`config.mk`:
```
export PLATFORM = sky130hd
export DESIGN_NAME = fa_tlb
export DESIGN_NICKNAME = d
export VERILOG_FILES = /design/src/rtl/fa_tlb_pkg.sv /design/src/rtl/fa_tlb_remap.sv /design/src/rtl/fa_tlb_match.sv /design/src/rtl/fa_tlb_prio.sv /design/src/rtl/fa_tlb_victim.sv /design/src/rtl/fa_tlb.sv
export SDC_FILE = /design/constraint.sdc
export NUM_CORES = 2
export LEC_CHECK = 0
export ABC_AREA = 1
export BUFFER_PORTS_ARGS = -buffer_cell sky130_fd_sc_hd__buf_2
export CORE_MARGIN = 5
export CORE_UTILIZATION = 45
export CTS_CLUSTER_DIAMETER = 150
export CTS_CLUSTER_SIZE = 40
export DETAILED_ROUTE_END_ITERATION = 7
export GPL_TIMING_DRIVEN = 0
export PLACE_DENSITY_LB_ADDON = 0.2
export SYNTH_ARGS = -nofsm -noshare
export SYNTH_HDL_FRONTEND = slang
export SYNTH_HIERARCHICAL = 1
export SYNTH_SLANG_ARGS = --single-unit
```
`constraint.sdc`:
```
create_clock -name clk_i -period 17.4 [get_ports clk_i]
set_input_delay 3.48 -clock clk_i [delete_from_list [all_inputs] [get_ports clk_i]]
set_output_delay 3.48 -clock clk_i [all_outputs]
set_load 0.005 [all_outputs]
```
`src/rtl/fa_tlb_pkg.sv`:
```
package fa_tlb_pkg;

   // Memory attributes carried with every translation.
   typedef struct packed {
      logic coalesce;
      logic mini_cache;
      logic io_space;
      logic write_back;
      logic read_alloc;
      logic bufferable;
      logic cacheable;
   } tlb_attr_t;

   localparam int ATTR_BITS = $bits(tlb_attr_t);

   typedef enum logic {
      WALK_IDLE = 1'b0,
      WALK_WAIT = 1'b1
   } walk_state_e;

endpackage

```
`src/rtl/fa_tlb_remap.sv`:
```
module fa_tlb_remap #(
   parameter int VPN_W    = 20,
   parameter int PID_W    = 7,
   parameter bit REMAP_EN = 1'b1
) (
   input  logic [PID_W-1:0] pid_i,
   input  logic [VPN_W-1:0] vpn_i,
   output logic [VPN_W-1:0] vpn_o
);

   generate
      if (REMAP_EN) begin : g_fold
         logic top_empty;
         assign top_empty = (vpn_i[VPN_W-1 -: PID_W] == '0);
         always_comb begin
            if (top_empty) vpn_o = {pid_i, vpn_i[VPN_W-PID_W-1:0]};
            else           vpn_o = vpn_i;
         end
      end else begin : g_pass
         logic [PID_W-1:0] pid_unused;
         assign pid_unused = pid_i;
         assign vpn_o      = vpn_i;
      end
   endgenerate

endmodule

```
`src/rtl/fa_tlb_match.sv`:
```
module fa_tlb_match #(
   parameter int ENTRIES   = 32,
   parameter int VPN_W     = 20,
   parameter int SEC_CMP_W = 12
) (
   input  logic [ENTRIES-1:0] valid_i,
   input  logic [ENTRIES-1:0] section_i,
   input  logic [VPN_W-1:0]   tag_i [ENTRIES],
   input  logic [VPN_W-1:0]   key_i,
   output logic [ENTRIES-1:0] match_o
);

   generate
      for (genvar g = 0; g < ENTRIES; g++) begin : g_cmp
         logic sec_eq;
         logic page_eq;
         assign sec_eq  = (tag_i[g][VPN_W-1 -: SEC_CMP_W] == key_i[VPN_W-1 -: SEC_CMP_W]);
         assign page_eq = (tag_i[g] == key_i);
         assign match_o[g] = valid_i[g] & (section_i[g] ? sec_eq : page_eq);
      end
   endgenerate

endmodule

```
`src/rtl/fa_tlb_prio.sv`:
```
module fa_tlb_prio #(
   parameter int ENTRIES = 32,
   parameter int IDX_W   = 5
) (
   input  logic [ENTRIES-1:0] req_i,
   output logic               any_o,
   output logic [IDX_W-1:0]   idx_o
);

   always_comb begin
      any_o = 1'b0;
      idx_o = '0;
      for (int k = ENTRIES - 1; k >= 0; k--) begin
         if (req_i[k]) begin
            any_o = 1'b1;
            idx_o = IDX_W'(k);
         end
      end
   end

endmodule

```
`src/rtl/fa_tlb_victim.sv`:
```
module fa_tlb_victim #(
   parameter int ENTRIES = 32,
   parameter int IDX_W   = 5
) (
   input  logic [ENTRIES-1:0] locked_i,
   input  logic [IDX_W-1:0]   ptr_i,
   output logic               found_o,
   output logic [IDX_W-1:0]   idx_o
);

   // Scan from the pointer upward, wrapping; ENTRIES is a power of two
   // so the IDX_W-bit sum wraps on its own.
   always_comb begin
      logic [IDX_W-1:0] cand;
      found_o = 1'b0;
      idx_o   = ptr_i;
      cand    = ptr_i;
      for (int k = 0; k < ENTRIES; k++) begin
         cand = ptr_i + IDX_W'(k);
         if (!found_o && !locked_i[cand]) begin
            found_o = 1'b1;
            idx_o   = cand;
         end
      end
   end

endmodule

```
`src/rtl/fa_tlb.sv`:
```
module fa_tlb
   import fa_tlb_pkg::*;
#(
   parameter int ENTRIES  = 32,
   parameter int ADDR_W   = 32,
   parameter int PID_W    = 7,
   parameter int PG_OFF_W = 12,
   parameter int SEC_OFF_W = 20,
   parameter int RIGHTS_W = 2,
   parameter bit REMAP_EN = 1'b1
) (
   input  logic                  clk_i,
   input  logic                  rst_ni,
   input  logic [PID_W-1:0]      pid_i,
   input  logic                  lk_valid_i,
   input  logic [ADDR_W-1:0]     lk_va_i,
   output logic                  lk_hit_o,
   output logic                  lk_miss_o,
   output logic [ADDR_W-1:0]     lk_pa_o,
   output logic [RIGHTS_W-1:0]   lk_rights_o,
   output logic [ATTR_BITS-1:0]  lk_attr_o,
   output logic                  busy_o,
   output logic                  walk_req_o,
   output logic [ADDR_W-1:0]     walk_va_o,
   input  logic                  fill_valid_i,
   input  logic [ADDR_W-PG_OFF_W-1:0] fill_frame_i,
   input  logic                  fill_section_i,
   input  logic [RIGHTS_W-1:0]   fill_rights_i,
   input  logic [ATTR_BITS-1:0]  fill_attr_i,
   input  logic                  fill_lock_i,
   output logic                  fill_drop_o,
   input  logic                  inv_all_i,
   input  logic                  inv_one_i,
   input  logic [ADDR_W-PG_OFF_W-1:0] inv_vpn_i
);

   localparam int IDX_W     = $clog2(ENTRIES);
   localparam int VPN_W     = ADDR_W - PG_OFF_W;
   localparam int SEC_CMP_W = ADDR_W - SEC_OFF_W;

   // ---------------- elaboration checks ----------------
   generate
      if (ENTRIES < 2 || (ENTRIES & (ENTRIES - 1)) != 0) begin : g_bad_entries
         $error("fa_tlb: ENTRIES must be a power of two of at least 2");
      end
      if (SEC_OFF_W <= PG_OFF_W || SEC_OFF_W >= ADDR_W) begin : g_bad_sizes
         $error("fa_tlb: section offset must exceed page offset and fit the address");
      end
      if (PID_W < 1 || PID_W > SEC_CMP_W) begin : g_bad_pid
         $error("fa_tlb: process-ID field must lie inside the section tag");
      end
   endgenerate

   // ---------------- storage ----------------
   logic [ENTRIES-1:0]  ent_valid_q;
   logic [ENTRIES-1:0]  ent_lock_q;
   logic [ENTRIES-1:0]  ent_sec_q;
   logic [VPN_W-1:0]    ent_tag_q    [ENTRIES];
   logic [VPN_W-1:0]    ent_frame_q  [ENTRIES];
   logic [RIGHTS_W-1:0] ent_rights_q [ENTRIES];
   tlb_attr_t           ent_attr_q   [ENTRIES];

   walk_state_e         state_q;
   logic [ADDR_W-1:0]   walk_va_q;
   logic [IDX_W-1:0]    rr_q;

   // ---------------- lookup path ----------------
   logic [VPN_W-1:0]    lk_vpn;
   logic [ENTRIES-1:0]  lk_match;
   logic                lk_any;
   logic [IDX_W-1:0]    lk_idx;
   logic                lk_go;

   fa_tlb_remap #(.VPN_W(VPN_W), .PID_W(PID_W), .REMAP_EN(REMAP_EN)) u_lk_remap (
      .pid_i (pid_i),
      .vpn_i (lk_va_i[ADDR_W-1:PG_OFF_W]),
      .vpn_o (lk_vpn)
   );

   fa_tlb_match #(.ENTRIES(ENTRIES), .VPN_W(VPN_W), .SEC_CMP_W(SEC_CMP_W)) u_lk_match (
      .valid_i   (ent_valid_q),
      .section_i (ent_sec_q),
      .tag_i     (ent_tag_q),
      .key_i     (lk_vpn),
      .match_o   (lk_match)
   );

   fa_tlb_prio #(.ENTRIES(ENTRIES), .IDX_W(IDX_W)) u_lk_prio (
      .req_i (lk_match),
      .any_o (lk_any),
      .idx_o (lk_idx)
   );

   assign lk_go     = lk_valid_i && (state_q == WALK_IDLE);
   assign lk_hit_o  = lk_go && lk_any;
   assign lk_miss_o = lk_go && !lk_any;

   always_comb begin
      lk_pa_o     = '0;
      lk_rights_o = '0;
      lk_attr_o   = '0;
      if (lk_hit_o) begin
         if (ent_sec_q[lk_idx]) begin
            lk_pa_o = {ent_frame_q[lk_idx][VPN_W-1 -: SEC_CMP_W], lk_va_i[SEC_OFF_W-1:0]};
         end else begin
            lk_pa_o = {ent_frame_q[lk_idx], lk_va_i[PG_OFF_W-1:0]};
         end
         lk_rights_o = ent_rights_q[lk_idx];
         lk_attr_o   = ent_attr_q[lk_idx];
      end
   end

   // ---------------- walk handshake ----------------
   logic fill_fire;
   logic vic_found;
   logic [IDX_W-1:0] vic_idx;
   logic fill_wr;

   assign busy_o      = (state_q == WALK_WAIT);
   assign walk_req_o  = (state_q == WALK_WAIT);
   assign walk_va_o   = walk_va_q;
   assign fill_fire   = (state_q == WALK_WAIT) && fill_valid_i;

   fa_tlb_victim #(.ENTRIES(ENTRIES), .IDX_W(IDX_W)) u_victim (
      .locked_i (ent_lock_q),
      .ptr_i    (rr_q),
      .found_o  (vic_found),
      .idx_o    (vic_idx)
   );

   assign fill_wr     = fill_fire && vic_found;
   assign fill_drop_o = fill_fire && !vic_found;

   always_ff @(posedge clk_i) begin
      if (!rst_ni) begin
         state_q   <= WALK_IDLE;
         walk_va_q <= '0;
         rr_q      <= '0;
      end else begin
         case (state_q)
            WALK_IDLE: begin
               if (lk_miss_o) begin
                  state_q   <= WALK_WAIT;
                  walk_va_q <= {lk_vpn, lk_va_i[PG_OFF_W-1:0]};
               end
            end
            WALK_WAIT: begin
               if (fill_valid_i) state_q <= WALK_IDLE;
            end
            default: state_q <= WALK_IDLE;
         endcase
         if (fill_wr) rr_q <= vic_idx + 1'b1;
      end
   end

   // ---------------- invalidate path ----------------
   logic [VPN_W-1:0]   inv_vpn;
   logic [ENTRIES-1:0] inv_match;

   fa_tlb_remap #(.VPN_W(VPN_W), .PID_W(PID_W), .REMAP_EN(REMAP_EN)) u_inv_remap (
      .pid_i (pid_i),
      .vpn_i (inv_vpn_i),
      .vpn_o (inv_vpn)
   );

   fa_tlb_match #(.ENTRIES(ENTRIES), .VPN_W(VPN_W), .SEC_CMP_W(SEC_CMP_W)) u_inv_match (
      .valid_i   (ent_valid_q),
      .section_i (ent_sec_q),
      .tag_i     (ent_tag_q),
      .key_i     (inv_vpn),
      .match_o   (inv_match)
   );

   // ---------------- entry state update ----------------
   always_ff @(posedge clk_i) begin
      if (!rst_ni) begin
         ent_valid_q <= '0;
         ent_lock_q  <= '0;
      end else begin
         for (int i = 0; i < ENTRIES; i++) begin
            if (inv_all_i && !ent_lock_q[i]) ent_valid_q[i] <= 1'b0;
            if (inv_one_i && inv_match[i]) begin
               ent_valid_q[i] <= 1'b0;
               ent_lock_q[i]  <= 1'b0;
            end
            if (fill_wr && (vic_idx == IDX_W'(i))) begin
               ent_valid_q[i] <= 1'b1;
               ent_lock_q[i]  <= fill_lock_i;
            end
         end
      end
   end

   always_ff @(posedge clk_i) begin
      if (fill_wr) begin
         ent_sec_q[vic_idx]    <= fill_section_i;
         ent_tag_q[vic_idx]    <= walk_va_q[ADDR_W-1:PG_OFF_W];
         ent_frame_q[vic_idx]  <= fill_frame_i;
         ent_rights_q[vic_idx] <= fill_rights_i;
         ent_attr_q[vic_idx]   <= tlb_attr_t'(fill_attr_i);
      end
   end

endmodule

```
After elaboration in Yosys (flattened, before gate mapping). Memories as Yosys holds them, arrays and structs flattened. Index checks and enable logic that the tools add are counted.

Add/subtract/negate cells: 32. Multiply operators: 0. Divide/modulo/power cells: 0. Order comparisons: 37. Equality and inequality tests: 159. Shift operators: 0. Muxes and demuxes: 434. Bitwise operators: 66. Reductions and logical operators: 298.

Operator list (count): equality test 20 bit (64); equality test 12 bit (64); bitwise mux 640 bit (1); 2-to-1 mux 1 bit (326); 2-to-1 mux 5 bit (63); < comparator 5 x 6 -> 1 bit (second input constant) (34); binary-select mux 1 bit (select 5 bit) (33); logical AND 1 bit (135); demux 20 bit (select 5 bit) (1); nonzero test 3 bit (32); logical NOT 1 bit (95); adder 5 bit (second input constant) (16); equality test 5 bit (second input constant) (16); 2-to-1 mux 20 bit (4); AND 1 bit (64); nonzero test 2 bit (32); adder 5 x 4 -> 5 bit (second input constant) (8); equality test 5 x 4 -> 1 bit (second input constant) (8); bitwise mux 32 bit (1); 2-to-1 mux 32 bit (1); adder 5 x 3 -> 5 bit (second input constant) (4); equality test 5 x 3 -> 1 bit (second input constant) (4); logical NOT 7 bit (2); adder 5 x 1 -> 5 bit (second input constant) (2); 14 further kinds (16).

Register bits after elaboration: 774. Bits in latches: 0. Bits in writable memories: 928. ROM bits: 0. Input bits: 96. Logic and storage cells: 1129. Memories: 3.

Memory list: ent_frame_q (depth 32, bits a word 20, rd ports 1, clocked after Yosys merged registers in 0, write ports 1, RTL line fa_tlb.sv:59) `logic [VPN_W-1:0] ent_frame_q [ENTRIES];`; ent_attr_q (depth 32, bits a word 7, rd ports 1, clocked after Yosys merged registers in 0, write ports 1, RTL line fa_tlb.sv:61) `tlb_attr_t ent_attr_q [ENTRIES];`; ent_rights_q (depth 32, bits a word 2, rd ports 1, clocked after Yosys merged registers in 0, write ports 1, RTL line fa_tlb.sv:60) `logic [RIGHTS_W-1:0] ent_rights_q [ENTRIES];`.

Depth between registers and ports, before layout.
Word-level depth: 102. Gate-level depth with buffers: 61. Mapped depth without buffers: 58.

Hierarchy. Netlist, hierarchy kept.

Modules (own cells, without submodules): fa_tlb (times used 1, cells an instance 4500, area an instance 62484.9 µm²); fa_tlb_match (times used 2, cells an instance 2970, area an instance 11900.2 µm²); fa_tlb_victim (times used 1, cells an instance 889, area an instance 4259.1 µm²); fa_tlb_prio (times used 1, cells an instance 107, area an instance 442.9 µm²); fa_tlb_remap (times used 2, cells an instance 39, area an instance 209.0 µm²).

Worst setup path before layout. Ideal clock, no wire load.

Path kind: input to output. Start point: input port lk_va_i[26]. End point: output port lk_pa_o[19]. Arrival time: 7.315 ns. Required time: 13.920 ns. Path slack: 6.605 ns. Stages: 57. Buffers on the path: 6. Cells stage by stage: inv_1 nand2_1 nor2_2 nand3_1 nand2_1 buf_4 inv_2 buf_6 buf_6 a21boi_1 nand3_1 nor2_1 nand2_1 nor2_1 inv_1 nand2_1 nand2_1 nand2_1 (+21 left out) nand2_1 nand2_1 nand2_1 nand2_1 a21oi_2 buf_6 buf_6 buf_4 nand2_1 nand2_1 nand2_1 nand3_1 nand3_1 nand2_1 nand2_1 nand2_1 nor2_1 nor2_1.

RTL lines: from (decl) (RTL line fa_tlb.sv:16) `input logic [ADDR_W-1:0] lk_va_i,`; logical NOT 7 bit (*) (RTL line fa_tlb_remap.sv:14) `assign top_empty = (vpn_i[VPN_W-1 -: PID_W] == '0);`; 2-to-1 mux 20 bit (*) (RTL line fa_tlb_remap.sv:16) `if (top_empty) vpn_o = {pid_i, vpn_i[VPN_W-PID_W-1:0]};`; net lk_vpn[15] (RTL line fa_tlb.sv:68) `logic [VPN_W-1:0] lk_vpn;`; equality test 20 bit or equality test 12 bit (tied branches) (RTL line fa_tlb_match.sv:18, fa_tlb_match.sv:17); 2-to-1 mux 1 bit (*) (RTL line fa_tlb_match.sv:19) `assign match_o[g] = valid_i[g] & (section_i[g] ? sec_eq : page_eq);`; AND 1 bit (*) (RTL line fa_tlb_match.sv:19); net lk_match[29] (RTL line fa_tlb.sv:69) `logic [ENTRIES-1:0] lk_match;`; 2-to-1 mux 5 bit (*) (30 in series) (RTL line fa_tlb_prio.sv:14) `if (req_i[k]) begin`; net lk_idx[0] (RTL line fa_tlb.sv:71) `logic [IDX_W-1:0] lk_idx;`; binary-select mux 1 bit (select 5 bit) (RTL line fa_tlb.sv:103) `if (ent_sec_q[lk_idx]) begin`; 2-to-1 mux 1 bit (not written as such) (RTL line fa_tlb.sv:103); 2-to-1 mux 20 bit (*) (RTL line fa_tlb.sv:103); 2-to-1 mux 32 bit (*) (RTL line fa_tlb.sv:102) `if (lk_hit_o) begin`; to (decl) (RTL line fa_tlb.sv:19) `output logic [ADDR_W-1:0] lk_pa_o,`.

The timed path passes the listed nets; every way through them passes the cells marked *. The select of a mux whose other input is x is not followed.

Worst setup path in the final report.
Start point: input port lk_va_i[29]. End point: output port lk_pa_o[25].

RTL lines (RTL line): logical NOT 7 bit (*) (fa_tlb_remap.sv:14); 2-to-1 mux 20 bit (*) (fa_tlb_remap.sv:16); net lk_vpn[19] (fa_tlb.sv:68); equality test 20 bit or equality test 12 bit (tied branches) (fa_tlb_match.sv:18, fa_tlb_match.sv:17); 2-to-1 mux 1 bit (*) (fa_tlb_match.sv:19); AND 1 bit (*) (fa_tlb_match.sv:19); net lk_match[20] (fa_tlb.sv:69); 2-to-1 mux 5 bit (*) (21 in series) (fa_tlb_prio.sv:14); net lk_idx[2] (fa_tlb.sv:71); memory (32 x 20 bit) (*); 2-to-1 mux 32 bit (*) (fa_tlb.sv:102).

The timed path passes the listed nets; every way through them passes the cells marked *.

==> flow_summary.html <==
<table>
<tr><th>Metric</th><th>Value</th></tr>
<tr><th colspan="2">Final layout</th></tr>
<tr><td>Fillers</td><td>19140</td></tr>
<tr><td>Layout overhead on the synthesized area</td><td>8.766%</td></tr>
<tr><td>Area taken by flip-flops and latches</td><td>50110 µm²</td></tr>
<tr><td>Final #Nets</td><td>11930</td></tr>
<tr><td>Fraction of final layout cells with drive strength greater than 1</td><td>7.292%</td></tr>
<tr><td>Multi-input gate area in the final layout</td><td>33410 µm²</td></tr>
<tr><th colspan="2">STA</th></tr>
<tr><td>Timing-limited maximum frequency</td><td>67.33 MHz</td></tr>
<tr><td>Setup total negative slack</td><td>0 ns</td></tr>
<tr><td>Slew @ Worst Pin</td><td>1.718 ns</td></tr>
<tr><td>Final Cycle Share</td><td>85.35%</td></tr>
<tr><td>Slew HR</td><td>-14.52%</td></tr>
<tr><td>Period minus WS final</td><td>14.85 ns</td></tr>
<tr><td>Unrepaired setup endpoints after global routing</td><td>no</td></tr>
<tr><td>Number of max-slew violations in the final report</td><td>22</td></tr>
<tr><td>Worst setup margin</td><td>2.549 ns</td></tr>
<tr><td>Final hold viol count</td><td>0</td></tr>
<tr><td>Endpoints failing setup</td><td>0</td></tr>
<tr><td>Layout Skew</td><td>0.07365 ns</td></tr>
<tr><th colspan="2">Detailed routing</th></tr>
<tr><td>Number of antenna-violating nets in the routed design</td><td>0</td></tr>
<tr><td>Via count</td><td>81840</td></tr>
<tr><td>DR DRC count</td><td>2</td></tr>
<tr><td>Detail-routed via count per cell</td><td>5.627</td></tr>
<tr><td>Drt total wl</td><td>399.5 mm</td></tr>
<tr><td>Post-DR wirelength/cell</td><td>27.47 µm</td></tr>
<tr><td>DRT iter0 DRCs</td><td>11140</td></tr>
<tr><td>Pre-Repair DR Iteration Count</td><td>8</td></tr>
<tr><th colspan="2">Run status</th></tr>
<tr><td>Outcome</td><td>finished with violations</td></tr>
<tr><td>Violations in the final reports</td><td>DRC, capacitance limit, slew limit</td></tr>
<tr><th colspan="2">Global routing</th></tr>
<tr><td>Aggregate global routing overflow</td><td>0</td></tr>
<tr><td>Total global-route track usage</td><td>36.43%</td></tr>
<tr><td>Maximum number of pins on one net before global-route repair</td><td>42</td></tr>
<tr><td>First-pass GRT wire length</td><td>547.8 mm</td></tr>
<tr><td>Via count of the first global-routing pass</td><td>73480</td></tr>
<tr><td>Initial antenna violation count</td><td>19</td></tr>
<tr><th colspan="2">Power and ir drop</th></tr>
<tr><td>Sequential Power Share</td><td>62.1%</td></tr>
<tr><td>Peak supply drop</td><td>0.00008427 V</td></tr>
<tr><td>Switching power</td><td>0.002057 W</td></tr>
<tr><td>Cell Int Power</td><td>0.005318 W</td></tr>
<tr><td>Clock power share</td><td>26.0%</td></tr>
<tr><td>PD cells</td><td>74.18 nW/µm²</td></tr>
<tr><td>Combinational share of power</td><td>11.9%</td></tr>
<tr><td>Standby leakage power</td><td>43.95 nW</td></tr>
<tr><td>Switch share</td><td>27.89%</td></tr>
<tr><th colspan="2">Run</th></tr>
<tr><td>Max-capacitance violation count</td><td>3</td></tr>
<tr><th colspan="2">Place</th></tr>
<tr><td>Final GP Congestion</td><td>1.017</td></tr>
<tr><td>Worst setup slack after placement</td><td>3.123 ns</td></tr>
<tr><td>Count of input and output buffers</td><td>155</td></tr>
<tr><td>Post-DP HPWL</td><td>288.8 mm</td></tr>
<tr><th colspan="2">Floorplanning</th></tr>
<tr><td>Initial cell density of the core</td><td>45.22%</td></tr>
<tr><td>Core area</td><td>202100 µm²</td></tr>
<tr><td>Die span in y</td><td>460.7 µm</td></tr>
<tr><td>Die outline width</td><td>460.7 µm</td></tr>
<tr><td>Number of cell rows</td><td>165</td></tr>
<tr><td>I/O pin cnt</td><td>174</td></tr>
<tr><td>Full die area</td><td>212200 µm²</td></tr>
<tr><th colspan="2">Clock network</th></tr>
<tr><td>Cts bufs inserted</td><td>50</td></tr>
<tr><td>Hold buffer count at cts</td><td>0</td></tr>
<tr><td>TritonCTS sink count</td><td>1702</td></tr>
<tr><td>CTS resizes</td><td>0</td></tr>
<tr><td>Clock-pin slew on the worst setup and hold paths</td><td>0.15 ns</td></tr>
<tr><td>Cell at the root of the clock tree</td><td>clkbuf_16</td></tr>
<tr><td>Clk Latency, worst-skew pair</td><td>0.82 ns</td></tr>
<tr><td>Maximum level of the CTS H-tree</td><td>2</td></tr>
<tr><td>Number of buffers on the longest clock path</td><td>3</td></tr>
<tr><td>CTS tree</td><td>built</td></tr>
<tr><td># Post-CTS Setup Buffers</td><td>0</td></tr>
<tr><th colspan="2">Worst setup path</th></tr>
<tr><td>Worst Path Class, Setup</td><td>in -&gt; out</td></tr>
<tr><td>Most used cell, CP</td><td>nand2_1</td></tr>
<tr><td>CP max-delay cell</td><td>clkbuf_1</td></tr>
<tr><td>Worst Path Arrival</td><td>11.37 ns</td></tr>
<tr><td>Data required time at the worst endpoint</td><td>13.92 ns</td></tr>
<tr><td>Longest individual stage delay on the worst path</td><td>1.12 ns</td></tr>
<tr><td>CP startpoint kind</td><td>input pin</td></tr>
<tr><td>Maximum fanout count along the critical path</td><td>10</td></tr>
<tr><td>Endpoint type of the worst setup path</td><td>primary output</td></tr>
<tr><th colspan="2">Logic synthesis</th></tr>
<tr><td>Share of async-settable or async-resettable flops after synthesis</td><td>0%</td></tr>
<tr><td>Number of warning messages in the yosys log</td><td>6</td></tr>
<tr><td>Number of unique standard cell types used by synthesis</td><td>50</td></tr>
<tr><td>Synthesized area per cell</td><td>7.939 µm²</td></tr>
<tr><td>Sequential share of the synthesized area</td><td>54.80%</td></tr>
<tr><td>Instance count of the mapped netlist</td><td>11510</td></tr>
<tr><td>Netlist Area Pre-Place</td><td>91410 µm²</td></tr>
<tr><td>Top flip-flop cell by instance count after synthesis</td><td>edfxtp_1</td></tr>
<tr><td>Seq cells post-synth</td><td>1702</td></tr>
<tr><td>Total nets after synthesis</td><td>11630</td></tr>
<tr><td>EDFF count, synth</td><td>1600</td></tr>
<tr><th colspan="2">Hold path</th></tr>
<tr><td>Worst min-delay path category</td><td>reg -&gt; reg</td></tr>
</table>
-- layout make-up --
class,count,share of cell area [%]
antenna,9,0.02265
buffer,548,2.917
clock buffer,83,1.415
clock inverter,11,0.2064
inverter,1397,5.286
multi-input combinational,7867,33.61
sequential,1702,50.41
tap,2672,3.363
timing repair buffer,254,2.775
-- synthesized netlist by cell type (14+ instances only) --
cell type	n	area share, %
a211oi_1	31	0.25
a21boi_1	24	0.20
a21oi_1	234	1.3
buf_1	17	0.070
buf_2	248	1.4
buf_4	84	0.69
buf_6	28	0.34
clkbuf_1	169	0.69
dfxtp_1	102	2.2
edfxtp_1	1600	53
ha_1	18	0.25
inv_1	1353	5.6
inv_2	39	0.16
nand2_1	4742	19
nand2_2	18	0.12
nand3_1	633	3.5
nor2_1	1305	5.4
o211ai_1	98	0.80
o21ai_0	402	2.2
o21ai_1	39	0.21
o22ai_1	42	0.29
o31ai_1	51	0.42
or2_2	40	0.27
xnor2_1	71	0.68
xor2_1	14	0.13
-- metal layers --
layer | vias to the layer above | global-route usage, % | share of wire, %
met5 | - | 0 | 0.031
met4 | 20 | 19.46 | 6.7
met3 | 871 | 6.502 | 11
met2 | 4955 | 55.81 | 43
met1 | 39110 | 49.46 | 39
li1 | 36890 | - | -
-- flip-flops by register name (all words and copies together) (netlist names) --
register and count:
ent_frame_q 640, rr_q 5, ent_attr_q 224, ent_rights_q 64
ent_tag_q 640, ent_sec_q 32, busy_o 1, walk_va_o 32
ent_lock_q 32, ent_valid_q 32
-- power groups by stage --
| stage | logic, W | registers (W) | clock network (W) |
|---|---|---|---|
| floorplan | 0.000434 | 0.00465 | 0 |
| global placement | 0.000780 | 0.00470 | 0 |
| detailed placement | 0.000844 | 0.00467 | 0 |
| CTS | 0.000846 | 0.00458 | 0.00193 |
| global route | 0.000920 | 0.00458 | 0.00206 |
| finish | 0.000880 | 0.00458 | 0.00192 |
-- worst max-delay path, delay by kind of cell --
family | cells | cell delay [ns]
compound gates | 5 | 1.31
buf+inv | 7 | 3.52
simple gates | 17 | 2.99
-- stage by stage --
| stage | total power, W | cell area [µm²] | hold slack [ns] | util, % | instances |
|---|---|---|---|---|---|
| floorplan | 0.005081 | 91410 | 0.4680 | - | 11510 |
| global placement | 0.005484 | 95520 | 0.5138 | 47.26 | 14340 |
| detailed placement | 0.005514 | 97750 | 0.5296 | 48.37 | 14440 |
| CTS | 0.007351 | 99360 | 0.5485 | 49.16 | 14530 |
| global route | 0.007562 | 99400 | 0.5773 | 49.18 | 14530 |
| finish | 0.007375 | 99420 | 0.5545 | 49.19 | 14540 |
-- cells in the final DEF (no fill, tap or decap), types with 24 or more instances in the layout --
cell	n
dfxtp_1	82
or2_2	40
buf_4	86
clkbuf_1	196
nor2_4	39
edfxtp_1	1600
nand3_1	633
buf_12	69
clkbuf_16	51
a21boi_1	24
o211ai_1	98
inv_2	39
o21ai_1	39
buf_6	37
buf_2	403
a211oi_1	31
o31ai_1	51
o21ai_0	402
nand2_1	4742
a21oi_1	234
xnor2_1	71
o22ai_1	42
nor2_1	1275
inv_1	1353
-- cells by family after synthesis --
| group | count (synthesis) | share of synthesized area (%) |
|---|---|---|
| compound gates | 958 | 5.963 |
| xor+xnor | 88 | 0.8679 |
| fa+ha+maj | 18 | 0.2464 |
| flops | 1702 | 54.80 |
| buf+inv | 1945 | 8.917 |
| simple gates | 6802 | 29.20 |
| mux | 1 | 0.01095 |
-- path summary, 6_finish.rpt --
path,start,endpoint,slack [ns],cells past startpoint
setup / recovery,lk_va_i[29],lk_pa_o[25],2.55,29
hold / removal,ent_valid_q[27]$_SDFFE_PN0P_,ent_valid_q[27]$_SDFFE_PN0P_,0.55,2
setup reg to reg,rr_q[2]$_SDFFE_PN0P_,ent_frame_q[15][3]$_DFFE_PP_,8.00,51
hold reg to reg,ent_valid_q[27]$_SDFFE_PN0P_,ent_valid_q[27]$_SDFFE_PN0P_,0.55,2
No activity file was read; power rests on OpenSTA's default activity.
